## config.mk

```make
export PLATFORM = sky130hd
export DESIGN_NAME = hostmbx_bridge
export DESIGN_NICKNAME = d
export VERILOG_FILES = /design/src/rtl/hostmbx_bridge.sv
export SDC_FILE = /design/constraint.sdc
export NUM_CORES = 1
export LEC_CHECK = 0
export BUFFER_PORTS_ARGS = -buffer_cell sky130_fd_sc_hd__buf_2
export CAP_MARGIN = 0
export CELL_PAD_IN_SITES_DETAIL_PLACEMENT = 0
export CELL_PAD_IN_SITES_GLOBAL_PLACEMENT = 2
export CORE_ASPECT_RATIO = 0.6
export CORE_MARGIN = 4
export CORE_UTILIZATION = 31
export CTS_BUF_LIST = sky130_fd_sc_hd__clkbuf_8
export CTS_CLUSTER_SIZE = 24
export DETAILED_ROUTE_END_ITERATION = 6
export PLACE_DENSITY_LB_ADDON = 0.1
export SLEW_MARGIN = 20
export SYNTH_ARGS = -nofsm -noshare
export SYNTH_HDL_FRONTEND = slang
export SYNTH_SLANG_ARGS = --single-unit
```

## constraint.sdc

```tcl
create_clock -name clk -period 2.2 [get_ports clk]
set_input_delay 0.22 -clock clk [delete_from_list [all_inputs] [get_ports clk]]
set_output_delay 0.22 -clock clk [all_outputs]
set_load 0.05 [all_outputs]
```

## src/rtl/hostmbx_bridge.sv

```systemverilog
module hostmbx_bridge #(
  parameter int DW    = 32,
  parameter int FW_AW = 8
) (
  input  logic             clk,
  input  logic             rst_n,
  input  logic [DW-1:0]    h_awaddr,
  input  logic             h_awvalid,
  output logic             h_awready,
  input  logic [DW-1:0]    h_wdata,
  input  logic             h_wvalid,
  output logic             h_wready,
  output logic [1:0]       h_bresp,
  output logic             h_bvalid,
  input  logic             h_bready,
  input  logic [DW-1:0]    h_araddr,
  input  logic             h_arvalid,
  output logic             h_arready,
  output logic [DW-1:0]    h_rdata,
  output logic [1:0]       h_rresp,
  output logic             h_rvalid,
  input  logic             h_rready,
  input  logic [FW_AW-1:0] fw_awaddr,
  input  logic             fw_awvalid,
  output logic             fw_awready,
  input  logic [DW-1:0]    fw_wdata,
  input  logic             fw_wvalid,
  output logic             fw_wready,
  output logic [1:0]       fw_bresp,
  output logic             fw_bvalid,
  input  logic             fw_bready,
  input  logic [FW_AW-1:0] fw_araddr,
  input  logic             fw_arvalid,
  output logic             fw_arready,
  output logic [DW-1:0]    fw_rdata,
  output logic [1:0]       fw_rresp,
  output logic             fw_rvalid,
  input  logic             fw_rready,
  output logic             irq
);
  localparam logic [FW_AW-1:0] OFS_CTRL  = FW_AW'(8'h00);
  localparam logic [FW_AW-1:0] OFS_RADDR = FW_AW'(8'h04);
  localparam logic [FW_AW-1:0] OFS_WADDR = FW_AW'(8'h08);
  localparam logic [FW_AW-1:0] OFS_RDATA = FW_AW'(8'h0C);
  localparam logic [FW_AW-1:0] OFS_WDATA = FW_AW'(8'h10);
  localparam logic [FW_AW-1:0] OFS_BGO   = FW_AW'(8'h14);

  logic          ie_rd, ie_wr;
  logic          rd_pend, rd_done, aw_pend, w_pend, wr_done;
  logic [DW-1:0] rd_addr, wr_addr, wr_data, rsp_data;
  logic          rsp_rvalid, rsp_bvalid, f_bvalid, f_rvalid;
  logic [DW-1:0] f_rdata, rd_mux, ctrl_word;

  wire ar_hs = h_arvalid && !rd_pend;
  wire r_hs  = rsp_rvalid && h_rready;
  wire aw_hs = h_awvalid && !aw_pend;
  wire w_hs  = h_wvalid && !w_pend;
  wire b_hs  = rsp_bvalid && h_bready;
  wire fw_wr = fw_awvalid && fw_wvalid && !f_bvalid;
  wire fw_rd = fw_arvalid && !f_rvalid;

  assign h_arready  = !rd_pend;
  assign h_awready  = !aw_pend;
  assign h_wready   = !w_pend;
  assign h_rvalid   = rsp_rvalid;
  assign h_rdata    = rsp_data;
  assign h_bvalid   = rsp_bvalid;
  assign h_rresp    = 2'b00;
  assign h_bresp    = 2'b00;
  assign fw_awready = fw_wr;
  assign fw_wready  = fw_wr;
  assign fw_bvalid  = f_bvalid;
  assign fw_bresp   = 2'b00;
  assign fw_arready = !f_rvalid;
  assign fw_rvalid  = f_rvalid;
  assign fw_rdata   = f_rdata;
  assign fw_rresp   = 2'b00;
  assign irq = (ie_rd && rd_pend) || (ie_wr && aw_pend && w_pend);

  always_comb begin
    ctrl_word     = '0;
    ctrl_word[0]  = ie_rd;
    ctrl_word[1]  = ie_wr;
    ctrl_word[8]  = rd_pend;
    ctrl_word[9]  = aw_pend;
    ctrl_word[10] = rd_done;
    ctrl_word[11] = w_pend;
    ctrl_word[12] = wr_done;
  end

  always_comb begin
    case (fw_araddr)
      OFS_CTRL:  rd_mux = ctrl_word;
      OFS_RADDR: rd_mux = {rd_addr[DW-1:1], rd_pend};
      OFS_WADDR: rd_mux = {wr_addr[DW-1:1], aw_pend};
      OFS_WDATA: rd_mux = wr_data;
      default:   rd_mux = '0;
    endcase
  end

  always_ff @(posedge clk or negedge rst_n) begin
    if (!rst_n) begin
      ie_rd <= 1'b0;  ie_wr <= 1'b0;
      rd_pend <= 1'b0; rd_done <= 1'b0; rsp_rvalid <= 1'b0;
      aw_pend <= 1'b0; w_pend <= 1'b0; wr_done <= 1'b0; rsp_bvalid <= 1'b0;
      rd_addr <= '0; wr_addr <= '0; wr_data <= '0; rsp_data <= '0;
      f_bvalid <= 1'b0; f_rvalid <= 1'b0; f_rdata <= '0;
    end else begin
      if (ar_hs) begin
        rd_addr <= h_araddr;
        rd_pend <= 1'b1;
        rd_done <= 1'b0;
      end else if (r_hs) begin
        rd_pend    <= 1'b0;
        rsp_rvalid <= 1'b0;
        rd_done    <= 1'b1;
      end
      if (fw_wr && fw_awaddr == OFS_RDATA && rd_pend && !rsp_rvalid) begin
        rsp_data   <= fw_wdata;
        rsp_rvalid <= 1'b1;
      end

      if (aw_hs) begin
        wr_addr <= h_awaddr;
        aw_pend <= 1'b1;
        wr_done <= 1'b0;
      end
      if (w_hs) begin
        wr_data <= h_wdata;
        w_pend  <= 1'b1;
      end
      if (b_hs) begin
        aw_pend    <= 1'b0;
        w_pend     <= 1'b0;
        rsp_bvalid <= 1'b0;
        wr_done    <= 1'b1;
      end
      if (fw_wr && fw_awaddr == OFS_BGO && fw_wdata[0] && aw_pend && w_pend && !rsp_bvalid)
        rsp_bvalid <= 1'b1;

      if (fw_wr && fw_awaddr == OFS_CTRL) begin
        ie_rd <= fw_wdata[0];
        ie_wr <= fw_wdata[1];
      end

      if (fw_wr) f_bvalid <= 1'b1;
      else if (fw_bready) f_bvalid <= 1'b0;
      if (fw_rd) begin
        f_rvalid <= 1'b1;
        f_rdata  <= rd_mux;
      end else if (fw_rready) f_rvalid <= 1'b0;
    end
  end
endmodule

```

==> results.toml <==
[outcome]
run_status = "finished, final reports clean"

[synthesis]
yosysWarnings = 0
synth-main-ff-cell = "dfrtp_1"
yosysSeqAreaShare = 0.5952
synth_cell_types = 38
mappedNetlistArea_um2 = 7106
syn_inst = 501
ys_async_sr_fraction = 1.000
synth-edff-count = 0
syn_avg_cell_area_um2 = 14.18
ys_seq_elements = 169

[global_route]
grt_antenna_before_repair = 0
grt_use_total = 0.1765
overflow = 0
grt_pass1_wl_um = 34870
grt_start_max_net_pins = 60
grt_pass1_vias = 6118

[sta]
max_freq_mhz = 473.9
final_hold_viol_count = 0
finalMaxSlewViolations = 0
period_share = 0.9591
worst_pin_slew_ns = 0.5222
setup_viol = 0
fin_tns_setup_ns = 0
slew_headroom = 0.6518
fin_crit_ns = 2.110
rsz0062_at_grt = "no"
finClkSkew_ns = 0.01231

[die]
die_w_um = 203.5
die_area_um2 = 25490
fp.dieH_um = 125.3
rows = 42
fp.coreArea_um2 = 22280
start_util = 0.3189
io_pins = 239

[min_path]
hold_start = "fw_wdata[0]"
min_path_cells = 2
hold_end = "ie_rd"
hp-class = "input port to flop"

[finish]
final_area_um2 = 10460
fin_util = 0.4695
final_common_cell = "buf_2"
areaGrowthSynthToFinish_pct = 47.23
finalNonFillerCells = 1193
mostFrequentLayoutCells = "buf_2, dfrtp_1, dlygate4sd3_1"
drive_gt1_frac = 0.4768
diodes = 0
layout.nets = 1029

[clocking]
cts-root-buf = "clkbuf_8"
cts_tree = "yes"
h-tree-depth = 4
clk_pin_slew_worst_paths_ns = 0.09
cts.path.max_buffers = 2
insertion_delay_ns = 0.47
cts_num_sinks = 169
cts_buffers = 17

[worst_setup_path]
slowest_stage = "or4_4"
critical_path_arrival_ns = 2.46
ff2ff_setup_slack_ns = 0.09
rr_worst_depth = 5
worstSetupEndpointType = "flop"
critPathRequiredTime_ns = 2.55
reg2reg_from = "fw_bvalid"
path_cells = "nand3b_1 -> or4_4 -> or3_4 -> buf_12 -> mux2_4"
cp_max_fo = 17
max_stage_delay_ns = 0.50
crit_type = "flop to flop"
worstReg2RegEnd = "h_rdata[19]"
critPathLaunchType = "flop"

[power_and_ir_drop]
pwr_density_cell_nw_per_um2 = 617.9
max-vdd-ir-drop_v = 0.0003226
power.leakage_nw = 5.198
total_power_mw = 6.464

[place]
hpwl_um = 15240
routabilityCongestion = 0.7820
numPlacedInstances = 1027
place.port_buffers = 228
dpl_cell_area_um2 = 8717

[route]
drt_pass1_iterations = 7
antenna_left = 0
avgRoutedWirePerCell_um = 18.34
dr_total_vias = 5392
drtIter0Drc = 217
routed_wl_um = 21880
drc = 0
vias_per_cell = 4.520

[job]
drv_cap = 0
## layout make-up
cell class	count	area (um2)
Sequential cell	169	4230
Inverter	10	37.54
Tap cell	308	385.4
Fill cell	2064	11820
Timing Repair Buffer	387	2756
Clock inverter	10	78.83
Clock buffer	21	289.0
Multi-Input combinational cell	288	2684
## layer usage
layer | GRT usage | part of all wire
met5 | 0 | 0
met4 | 0.04400 | 0.014
met3 | 0.04969 | 0.054
met2 | 0.2668 | 0.44
met1 | 0.2525 | 0.49
## stage by stage
stage	worst slack, ns	hold slack (ns)
2_1_floorplan	-0.06571	-0.07559
3_3_place_gp	-0.06301	0.2156
3_5_place_dp	-0.07078	0.2129
4_1_cts	0.02308	0.001498
5_1_grt	0.04997	0.006198
6_report	0.08991	0.04790
## kinds of logic after synthesis
| kind of cell | after synthesis | share of synthesized area |
|---|---|---|
| and+or+nand+nor | 68 | 0.04860 |
| buffers and inverters | 51 | 0.03980 |
| AOI/OAI and AO/OA | 76 | 0.08646 |
| DFF | 169 | 0.5952 |
| muxes | 136 | 0.2294 |
| other | 1 | 0.0005278 |
## report_power, final
part	leakage, nW	internal [mW]	switching [mW]
Combinational	2.82	0.484	0.422
Clock	0.193	0.990	1.11
Sequential	2.19	3.33	0.124
## sequential cells by signal, summed over array words and instances, names as in the netlist, 31 cells and up
signal	cells
h_rdata	32
wr_data	32
wr_addr	31
rd_addr	31
fw_rdata	32
## worst max-delay path, delay by kind of cell, from the launching register on
kind	cells	cell delay, ns
and+or+nand+nor	3	1.08
DFF	1	0.40
muxes	1	0.31
buffers and inverters	1	0.18
## how the worst max path moves through the flow
stage	from	to	slack, ns	depth (start not counted)
after floorplan	fw_bvalid	h_rdata[10]	-0.07	6
after global placement	fw_awaddr[1]	h_rdata[17]	-0.06	6
after detailed placement	fw_awaddr[1]	h_rdata[6]	-0.07	6
after CTS	fw_bvalid	ie_rd	0.02	5
after global routing	fw_bvalid	h_bvalid	0.05	5
final	fw_bvalid	h_rdata[19]	0.09	5
## synthesized netlist by cell type (2+ instances only)
master,instances,area share
dfrtp_1,169,0.60
mux2_2,99,0.16
a221o_1,31,0.044
nor2_1,30,0.016
mux2_4,29,0.061
a22oi_1,25,0.026
clkbuf_1,20,0.011
o21ai_0,11,0.0077
inv_1,10,0.0053
nand2_1,10,0.0053
buf_4,9,0.0095
mux2i_1,8,0.011
buf_1,7,0.0037
and2_0,6,0.0053
nor2b_1,4,0.0035
a21oi_1,3,0.0021
buf_12,3,0.0085
nor4b_1,3,0.0037
nand3b_1,2,0.0021
o21a_1,2,0.0021
or3_1,2,0.0018
or4_2,2,0.0025
## what timing repair did
item                                   CTS  global route
cloned                                   1             0
setup buffers                            1             0
setup endpoints to repair               34             2
hold buffers                           131             2
pin swaps                                1             0
endpoints found under the hold margin  179             2
resized for setup                        3             1
Power figures use the tool's default switching activity.
